<file path="src/rtl/spi_pkt_pkg.sv">
package spi_pkt_pkg;

  localparam logic [7:0] CMD_STREAM = 8'hA8;
  localparam logic [7:0] CMD_CONFIG = 8'hAA;
  localparam logic [4:0] CFG_SET_TAG = 5'b01100;
  localparam logic [7:0] CFG_END = 8'h00;

  typedef enum logic [1:0] {
    PM_STREAM,
    PM_CONFIG,
    PM_DROP
  } pkt_mode_t;

  typedef enum logic [1:0] {
    ST_IDLE,
    ST_SHIFT,
    ST_HOLD
  } shift_state_t;

  // Strobes from control to datapath
  typedef struct packed {
    logic       load;
    logic       dual;
    logic [7:0] data;
  } shift_req_t;

endpackage

</file>
<file path="src/rtl/spi_pkt_ctrl.sv">
module spi_pkt_ctrl
  import spi_pkt_pkg::*;
#(
  parameter int PKT_BYTES = 32
) (
  input  logic       clk,
  input  logic       rst_n,
  input  logic       inValid,
  input  logic [7:0] inData,
  input  logic       dpIdle,
  output logic       inReady,
  output shift_req_t req,
  output logic [1:0] rateSel,
  output logic       dualMode
);

  localparam int IDX_W = $clog2(PKT_BYTES);
  localparam logic [IDX_W-1:0] LAST_IDX = IDX_W'(PKT_BYTES - 1);

  logic [IDX_W-1:0] pktIdx;
  pkt_mode_t        mode;
  logic [2:0]       cfgCode;
  logic             accept;
  logic             atCmd;

  always_comb begin
    inReady = dpIdle;
    accept  = inValid && dpIdle;
    atCmd   = (pktIdx == '0);
  end

  always_ff @(posedge clk) begin
    if (!rst_n) begin
      pktIdx  <= '0;
      mode    <= PM_DROP;
      cfgCode <= 3'b000;
    end else if (accept) begin
      pktIdx <= (pktIdx == LAST_IDX) ? '0 : pktIdx + 1'b1;
      if (atCmd) begin
        if (inData == CMD_STREAM)      mode <= PM_STREAM;
        else if (inData == CMD_CONFIG) mode <= PM_CONFIG;
        else                           mode <= PM_DROP;
      end else if (mode == PM_CONFIG) begin
        if (inData[7:3] == CFG_SET_TAG) cfgCode <= inData[2:0];
        else if (inData == CFG_END)     mode <= PM_DROP;
      end
    end
  end

  always_comb begin
    req.load = accept && !atCmd && (mode == PM_STREAM);
    req.dual = cfgCode[2];
    req.data = inData;
    rateSel  = cfgCode[1:0];
    dualMode = cfgCode[2];
  end

  // the code moves only after a set byte inside a configuration packet
  p_cfg_src_r5: assert property (@(posedge clk) disable iff (!rst_n)
    !$stable(cfgCode) |-> $past(accept && !atCmd && mode == PM_CONFIG
                                && inData[7:3] == CFG_SET_TAG));

endmodule

</file>
<file path="src/rtl/spi_pkt_datapath.sv">
module spi_pkt_datapath
  import spi_pkt_pkg::*;
#(
  parameter int DIV = 4
) (
  input  logic       clk,
  input  logic       rst_n,
  input  shift_req_t req,
  input  logic [1:0] sdi,
  input  logic       replyReady,
  output logic       sclk,
  output logic [1:0] sdo,
  output logic       replyValid,
  output logic [7:0] replyData,
  output logic       idle
);

  localparam int HALF  = DIV / 2;
  localparam int CNT_W = $clog2(DIV);
  localparam logic [CNT_W-1:0] RISE_AT = CNT_W'(HALF - 1);
  localparam logic [CNT_W-1:0] FALL_AT = CNT_W'(DIV - 1);

  shift_state_t   state;
  logic [CNT_W-1:0] divCnt;
  logic [2:0]     stepCnt;
  logic [7:0]     txSh;
  logic [7:0]     rxSh;
  logic [7:0]     rxNext;
  logic           dualNow;
  logic           sclkQ;
  logic           replyValidQ;
  logic [7:0]     replyDataQ;
  logic           lastStep;
  logic           replyFree;
  logic           deposit;

  always_comb begin
    lastStep  = (stepCnt == (dualNow ? 3'd3 : 3'd7));
    replyFree = !replyValidQ || replyReady;
    deposit   = (state == ST_SHIFT && divCnt == FALL_AT && lastStep && replyFree)
             || (state == ST_HOLD && replyReady);
    rxNext    = dualNow ? {sdi[0], sdi[1], rxSh[7:2]} : {sdi[1], rxSh[7:1]};
  end

  always_ff @(posedge clk) begin
    if (!rst_n) begin
      state   <= ST_IDLE;
      divCnt  <= '0;
      stepCnt <= 3'd0;
      txSh    <= 8'h00;
      rxSh    <= 8'h00;
      dualNow <= 1'b0;
      sclkQ   <= 1'b0;
    end else begin
      unique case (state)
        ST_IDLE: begin
          if (req.load) begin
            txSh    <= req.data;
            rxSh    <= 8'h00;
            dualNow <= req.dual;
            divCnt  <= '0;
            stepCnt <= 3'd0;
            state   <= ST_SHIFT;
          end
        end
        ST_SHIFT: begin
          if (divCnt == FALL_AT) begin
            sclkQ  <= 1'b0;
            divCnt <= '0;
            if (lastStep) begin
              state <= replyFree ? ST_IDLE : ST_HOLD;
            end else begin
              txSh    <= dualNow ? {2'b00, txSh[7:2]} : {1'b0, txSh[7:1]};
              stepCnt <= stepCnt + 3'd1;
            end
          end else begin
            if (divCnt == RISE_AT) begin
              sclkQ <= 1'b1;
              rxSh  <= rxNext;
            end
            divCnt <= divCnt + 1'b1;
          end
        end
        ST_HOLD: begin
          if (replyReady) state <= ST_IDLE;
        end
        default: state <= ST_IDLE;
      endcase
    end
  end

  always_ff @(posedge clk) begin
    if (!rst_n) begin
      replyValidQ <= 1'b0;
      replyDataQ  <= 8'h00;
    end else if (deposit) begin
      replyValidQ <= 1'b1;
      replyDataQ  <= rxSh;
    end else if (replyReady) begin
      replyValidQ <= 1'b0;
    end
  end

  always_comb begin
    if (state == ST_SHIFT) sdo = dualNow ? {txSh[0], txSh[1]} : {txSh[0], 1'b1};
    else                   sdo = 2'b11;
    sclk       = sclkQ;
    replyValid = replyValidQ;
    replyData  = replyDataQ;
    idle       = (state == ST_IDLE);
  end

  // a stalled reply keeps its value
  p_reply_hold_r9: assert property (@(posedge clk) disable iff (!rst_n)
    replyValidQ && !replyReady |=> replyValidQ && $stable(replyDataQ));

  // control only loads a byte when the shifter is free
  p_load_idle_r9: assert property (@(posedge clk) disable iff (!rst_n)
    req.load |-> state == ST_IDLE);

  // serial clock rests low outside a shift
  p_sclk_idle_r8: assert property (@(posedge clk) disable iff (!rst_n)
    state != ST_SHIFT |-> !sclkQ);

  // a new reply appears only at the end of a shifted byte
  p_reply_src_r3: assert property (@(posedge clk) disable iff (!rst_n)
    $rose(replyValidQ) |-> $past(state == ST_SHIFT || state == ST_HOLD));

endmodule

</file>
<file path="src/rtl/spi_pkt_engine.sv">
module spi_pkt_engine
  import spi_pkt_pkg::*;
#(
  parameter int DIV       = 4,
  parameter int PKT_BYTES = 32
) (
  input  logic       clk,
  input  logic       rst_n,
  input  logic       inValid,
  input  logic [7:0] inData,
  output logic       inReady,
  output logic       replyValid,
  output logic [7:0] replyData,
  input  logic       replyReady,
  output logic       sclk,
  output logic [1:0] sdo,
  input  logic [1:0] sdi,
  output logic [1:0] rateSel,
  output logic       dualMode
);

  shift_req_t req;
  logic       dpIdle;

  spi_pkt_ctrl #(.PKT_BYTES(PKT_BYTES)) u_ctrl (
    .clk      (clk),
    .rst_n    (rst_n),
    .inValid  (inValid),
    .inData   (inData),
    .dpIdle   (dpIdle),
    .inReady  (inReady),
    .req      (req),
    .rateSel  (rateSel),
    .dualMode (dualMode)
  );

  spi_pkt_datapath #(.DIV(DIV)) u_dp (
    .clk        (clk),
    .rst_n      (rst_n),
    .req        (req),
    .sdi        (sdi),
    .replyReady (replyReady),
    .sclk       (sclk),
    .sdo        (sdo),
    .replyValid (replyValid),
    .replyData  (replyData),
    .idle       (dpIdle)
  );

endmodule

</file>
<file path="config.mk">
export PLATFORM = sky130hd
export DESIGN_NAME = spi_pkt_engine
export DESIGN_NICKNAME = d
export VERILOG_FILES = /design/src/rtl/spi_pkt_pkg.sv /design/src/rtl/spi_pkt_ctrl.sv /design/src/rtl/spi_pkt_datapath.sv /design/src/rtl/spi_pkt_engine.sv
export SDC_FILE = /design/constraint.sdc
export NUM_CORES = 1
export LEC_CHECK = 0
export BUFFER_PORTS_ARGS = -buffer_cell sky130_fd_sc_hd__buf_2
export CAP_MARGIN = 25
export CORE_ASPECT_RATIO = 0.8
export CORE_MARGIN = 5
export CORE_UTILIZATION = 30
export CTS_CLUSTER_SIZE = 30
export DETAILED_ROUTE_END_ITERATION = 7
export SLEW_MARGIN = 10
export SYNTH_ARGS = -nofsm -noshare
export SYNTH_HDL_FRONTEND = slang
export SYNTH_SLANG_ARGS = --single-unit
</file>
<file path="constraint.sdc">
create_clock -name clk -period 4.5 [get_ports clk]
set_clock_uncertainty 0.2 [all_clocks]
set_input_delay 0.45 -clock clk [delete_from_list [all_inputs] [get_ports clk]]
set_output_delay 0.45 -clock clk [all_outputs]
set_load 0.05 [all_outputs]
</file>
==> flow_metrics.py, run 1 <==
metrics = {
    "synth": {
        "ys_ff_latch": 44,
        "yosysTopAreaCell": "dfxtp_1",
        "yosysSeqAreaShare_pct": 39.8,
        "syn_area_um2": 2210,
        "syn-num-nets": 277,
        "synth.distinct_cells": 47,
        "yosysWarnings": 0,
        "avgSynthCellArea_um2": 8.60,
        "synthFlopType": "dfxtp_1",
        "synth_area_leaders": "dfxtp_1 (40%), mux2i_1 (10%), a21oi_1 (5.7%), nand2_1 (4.6%), nor2_1 (4.4%)",
        "yosysTopAreaCellShare_pct": 39.8,
        "synthArstFlopShare_pct": 0,
        "synth_edf_count": 0,
        "netlist_instances": 257,
    },
    "critical_path": {
        "arrival_ns": 2.23,
        "critPathTopFamily": "simple AND/OR/NAND/NOR gates",
        "crit_required_ns": 4.46,
        "critPathLaunchType": "flip-flop",
        "cpPeakStageDelay_ns": 0.63,
        "cp_max_fo": 22,
        "crit_buf_inv": 0,
        "worstSetupEndpointType": "flip-flop",
        "crit_type": "flip-flop to flip-flop",
        "crit_slowest_cell": "or4_4",
        "worstPathCellList": "or3b_1 -> or4_4 -> a221oi_1 -> nor3_1",
    },
    "clock_network": {
        "cts_hold_buffers": 0,
        "cts_tree": "yes",
        "cts_resized": 0,
        "cts.sinks": 44,
        "cts_made_buffers": 5,
        "cts_max_path_buffers": 2,
        "cts_root_buf": "clkbuf_8",
        "clock_latency_ns": 0.30,
        "post_cts_buffers": 0,
        "htree_levels": 2,
        "clk_pin_slew_ns": 0.09,
    },
    "floorplanning": {
        "die-area_um2": 9200,
        "die_w_um": 106,
        "chipHeight_um": 86.8,
        "initial_core_util_pct": 30.3,
        "core_um2": 7290,
        "rows": 28,
        "ios": 30,
    },
    "cells_and_area": {
        "nFillCells": 758,
        "final_cell_count_no_fill": 371,
        "multi_input_comb_area_um2": 1220,
        "design_area_um2": 2510,
        "nets": 300,
        "layout-drive-gt1-share_pct": 17.1,
        "seq_area_um2": 881,
        "area_delta_synth_final_pct": 13.6,
        "n_antenna_cell": 0,
    },
    "min_path": {
        "min_path_type": "input pin to flip-flop",
    },
    "drt": {
        "vias": 1923,
        "wl_per_cell_um": 13.7,
        "viasPerCell": 5.18,
        "drt_wl_total_um": 5070,
        "drt-pass1-iter-count": 4,
        "drt_iter0_drc": 122,
        "remaining_drc_errors": 0,
        "drtAntennaViolNets": 0,
    },
    "global_routing": {
        "antenna_found_initial": 0,
        "met1_usage_pct": 15.0,
        "grt_util_all_layers_pct": 11.1,
        "grt.met2_usage_pct": 17.1,
        "grt_max_degree": 26,
        "gr-total-overflow": 0,
        "grt_pass1_wl_um": 8310,
        "grt_pass1_vias": 1735,
        "grt_use_met3_pct": 2.76,
        "grt_busiest_layer": "met2",
    },
    "sta": {
        "worst_pin_slew_ns": 0.818,
        "slew_viol_final": 0,
        "max-slew-margin-rel_pct": 45.4,
        "fin_setup_tns_ns": 0,
        "hold_viol": 0,
        "setup_ws_ns": 2.22,
        "finalSetupViolCount": 0,
        "rsz0062_at_grt": "no",
        "fmax_mhz": 439,
        "fin_crit_sh_pct": 50.6,
        "period_needed_ns": 2.28,
    },
    "placement": {
        "dp_cells": 362,
        "post-place-ws_ns": 1.89,
        "place_congestion": 0.744,
        "placed_cell_area_um2": 2400,
        "detailed_place_hpwl_um": 3500,
        "io_buffers": 29,
    },
    "power_and_ir_drop": {
        "power.density_nw_per_um2": 289,
        "ir_drop_mv": 0.0994,
        "p_leak_nw": 0.858,
    },
    "flow_run": {
        "drv_cap": 0,
    },
    "run_status": {
        "status": "finished, final reports clean",
    },
}
per-layer routing:
metal	part of all wire, %	vias up
met4	1.8	0
met1	50	894
li1	-	974
met3	4.1	10
met2	44	45
met5	0	-
layout make-up:
cell class | instances | area share [%]
clock buffer | 6 | 2.89
timing repair buffer | 33 | 6.97
tap | 90 | 4.48
clock inverter | 2 | 1.39
inverter | 5 | 0.747
multi-input combinational | 191 | 48.5
sequential | 44 | 35.1
cells by family after synthesis:
| family | synth area share [%] |
|---|---|
| AND/OR/NAND/NOR | 25.1 |
| AO/OA/AOI/OAI | 15.7 |
| XOR/XNOR | 0.396 |
| flip-flops | 39.8 |
| multiplexers | 10.4 |
| buffers and inverters | 5.09 |
| adder cells (fa/ha/maj) | 3.40 |
stage by stage:
stage	hold slack, ns	utilization (%)	total power, mW
2_1_floorplan	0.238	-	0.421
3_3_place_gp	0.241	32.9	0.435
3_5_place_dp	0.246	32.9	0.435
4_1_cts	0.146	34.4	0.733
5_1_grt	0.150	34.5	0.752
6_report	0.154	34.5	0.727
state kept, by name, indices dropped and copies added, names as in the netlist:
signal / flops
u_dp.replyData: 8
u_ctrl.pktIdx: 5
u_ctrl.mode: 2
u_dp.divCnt: 2
u_ctrl.cfgCode: 3
u_dp.replyValid: 1
u_dp.txSh: 8
u_dp.state: 2
u_dp.sclk: 1
u_dp.dualNow: 1
u_dp.stepCnt: 3
u_dp.rxSh: 8
power breakdown:
group	internal, mW	switching [mW]
clock	0.165	0.136
combinational	0.0121	0.0219
sequential	0.390	0.00203
worst reg2reg max path: stages (launching register included):
cell and delay [ns]:
dfxtp_1 0.38, or3b_1 0.57, or4_4 0.63, a221oi_1 0.29, nor3_1 0.07
cell usage after synthesis (2+ instances only):
cell type,instances
nand2b_1,2
or2_2,2
buf_2,3
a31oi_1,11
a21oi_1,25
nand3b_1,2
nor2b_1,2
inv_1,5
buf_4,3
mux2i_1,23
o221ai_1,6
ha_1,6
nor2_1,26
or3_1,2
nor3_1,5
nand4bb_1,2
nor3b_1,4
dfxtp_1,44
nand3_1,16
buf_6,2
o21ai_0,7
clkbuf_1,8
nand2_1,27
final timing paths:
check,from,endpoint,slack [ns],cells after the start
worst max register to register,u_dp.state[0],u_dp.txSh[6],2.22,4
worst max-delay path,u_dp.state[0],u_dp.txSh[6],2.22,4
worst min-delay path,replyReady,u_dp.state[1],0.15,2
worst min register to register,u_dp.replyData[1],u_dp.replyData[1],0.26,2
cell usage in the layout (no fill, tap or decap), types with 2 or more instances in the layout:
cell type	n
a21oi_1	25
a31oi_1	11
buf_2	29
buf_4	3
clkbuf_8	5
dfxtp_1	44
ha_1	6
inv_1	5
mux2i_1	23
nand2_1	27
nand2b_1	2
nand3_1	16
nand3b_1	2
nand4bb_1	2
nor2_1	26
nor2b_1	2
nor3_1	5
nor3b_1	4
o21ai_0	7
o221ai_1	6
or2_2	2
or3_1	2
No activity file was read; power rests on OpenSTA's default activity.
==> run 2: changes to the inputs <==
- clock period: 4.5 -> 2 ns (I/O delays scaled with it)
==> run 2 against run 1 <==
Against the previous run:
- cell count up 7.3%
- first-iteration DRC count up 15%
- die area unchanged
- worst hold slack worse by 0.14 ns
- global-route usage up 1.5 points
- via count up 5.5%
- clock-buffer cell count unchanged
- flip-flop and latch count unchanged
- design area up 18%
- register-to-register slack worse by 2.2 ns
- critical endpoint is now u_dp.stepCnt[0]
- highest routed layer unchanged
==> flow_metrics.py, run 2 (synthesized netlist as in run 1, its figures left out) <==
metrics = {
    "clock_network": {
        "clk_pin_slew_ns": 0.08,
        "cts_tree": "yes",
        "cts.sinks": 44,
        "clock_latency_ns": 0.31,
        "cts_max_path_buffers": 2,
        "cts_made_buffers": 5,
        "cts_root_buf": "clkbuf_8",
        "htree_levels": 2,
    },
    "placement": {
        "dp_cells": 376,
        "post-place-ws_ns": -0.274,
        "detailed_place_hpwl_um": 3730,
        "place_congestion": 0.760,
        "io_buffers": 29,
    },
    "drt": {
        "drt-pass1-iter-count": 4,
        "met1_length_um": 2920,
        "wl_met3_um": 163,
        "drt_wl_total_um": 5730,
        "wl_per_cell_um": 14.4,
        "viasPerCell": 5.10,
        "drt_iter0_drc": 140,
        "remaining_drc_errors": 0,
        "drtAntennaViolNets": 0,
        "wl_met2_um": 2550,
        "vias": 2029,
        "top_layer": "met4",
    },
    "cells_and_area": {
        "n_antenna_cell": 0,
        "final_cell_count_no_fill": 398,
        "fin_util_pct": 40.8,
        "layout-drive-gt1-share_pct": 32.8,
        "most-common-layout-cells": "dfxtp_1 (41), buf_2 (29), nand2_1 (27)",
        "nets": 327,
        "area_delta_synth_final_pct": 34.4,
        "layout_commonest_cell": "dfxtp_1",
    },
    "power_and_ir_drop": {
        "clockPowerShare_pct": 37.1,
        "combPwrFrac_pct": 8.1,
        "swShare_pct": 24.2,
        "p_sw_mw": 0.389,
        "sequentialPowerShare_pct": 54.8,
        "power.density_nw_per_um2": 542,
        "p_int_mw": 1.22,
        "p_leak_nw": 1.04,
        "ir_drop_mv": 0.225,
    },
    "floorplanning": {
        "rows": 28,
        "chipHeight_um": 86.8,
        "ios": 30,
        "core_um2": 7290,
        "initial_core_util_pct": 30.3,
        "die_w_um": 106,
        "die-area_um2": 9200,
    },
    "critical_path": {
        "critPathTopFamily": "simple AND/OR/NAND/NOR gates",
        "critPathLaunchType": "flip-flop",
        "crit_buf_inv": 3,
        "r2r_slack_ns": 0.07,
        "arrival_ns": 1.93,
        "critical_path_depth": 8,
        "worstSetupEndpointType": "flip-flop",
        "cpPeakStageDelay_ns": 0.53,
        "worstPathCellList": "inv_2 -> ha_4 -> nor4b_4 -> or4_4 -> buf_6 -> buf_16 -> nand3_1 -> a21oi_1",
        "cp_max_fo": 5,
        "crit_type": "flip-flop to flip-flop",
        "crit_slowest_cell": "or4_4",
        "crit_required_ns": 2.00,
        "reg2reg_depth": 8,
    },
    "flow_run": {
        "drv_cap": 0,
    },
    "global_routing": {
        "grt_pass1_wl_um": 9310,
        "grt_max_degree": 19,
        "antenna_found_initial": 0,
        "grt_util_all_layers_pct": 12.6,
        "gr-total-overflow": 0,
        "grt_pass1_vias": 1852,
    },
    "sta": {
        "fmax_mhz": 517,
        "fin_setup_tns_ns": 0,
        "fin_crit_sh_pct": 96.7,
        "rsz0062_at_grt": "yes",
        "slew_viol_final": 0,
        "max-slew-margin-rel_pct": 67.2,
        "worst_pin_slew_ns": 0.490,
        "hold_viol": 0,
        "period_needed_ns": 1.93,
        "holdWs_ns": 0.00914,
        "finalSetupViolCount": 0,
        "setup_ws_ns": 0.0656,
    },
    "min_path": {
        "hold_depth": 3,
        "min_path_type": "input pin to flip-flop",
    },
    "run_status": {
        "status": "finished, final reports clean",
    },
}
## run 2: changes by cell type in the layout (fill, tap and decap cells not counted), moves of 4 or more
cell / previous run / this run
nand3_2: 0 / 7
buf_6: 0 / 4
a31oi_1: 11 / 7
a21oi_1: 25 / 21
dlygate4sd3_1: 0 / 4
nand3_1: 16 / 9
buf_4: 3 / 19
## run 2: what timing repair did
action,4_1_cts,5_1_grt
pin swaps,14,12
endpoints found under the hold margin,6,0
resized for setup,23,18
cloned,3,0
buffers inserted,7,3
hold buffers,4,0
endpoints found under the setup margin,23,29
## run 2: layout make-up
class | count | area (um2)
fillers | 727 | 4320
multi-input cells | 191 | 1390
flip-flops and latches | 44 | 885
repair buffers | 60 | 468
well taps | 90 | 113
clock buffers | 6 | 82.6
inverters | 5 | 18.8
clock inverters | 2 | 10.0
## run 2: tightest hold or removal path, cell delays in order
cell and delay, ns:
buf_2 0.12, nand3_1 0.08, a21oi_1 0.06
## run 2: metal layers
metal  global-route usage [%]  up-vias
li1                         -     1037
met1                     17.2      952
met2                     19.0       32
met3                     2.68        8
met4                     5.65        0
met5                        0        -
## run 2: through the flow
step | power [mW] | cell area [um2]
finish | 1.61 | 2970
detailed placement | 0.991 | 2510
global route | 1.67 | 2970
CTS | 1.61 | 2890
floorplan | 0.948 | 2210
global placement | 0.991 | 2510
## run 2: final timing paths
check               startpoint                end
min reg2reg  u_dp.replyData[1]  u_dp.replyData[1]
max           u_ctrl.pktIdx[1]    u_dp.stepCnt[0]
min                  inData[2]  u_ctrl.cfgCode[2]
max reg2reg   u_ctrl.pktIdx[1]    u_dp.stepCnt[0]
## run 2: power by group through the flow
stage | registers [mW] | clock network (mW) | logic, mW
after floorplan | 0.903 | 0 | 0.0451
after global placement | 0.901 | 0 | 0.0905
after detailed placement | 0.901 | 0 | 0.0905
after CTS | 0.881 | 0.613 | 0.118
after global routing | 0.882 | 0.646 | 0.141
final | 0.881 | 0.597 | 0.131
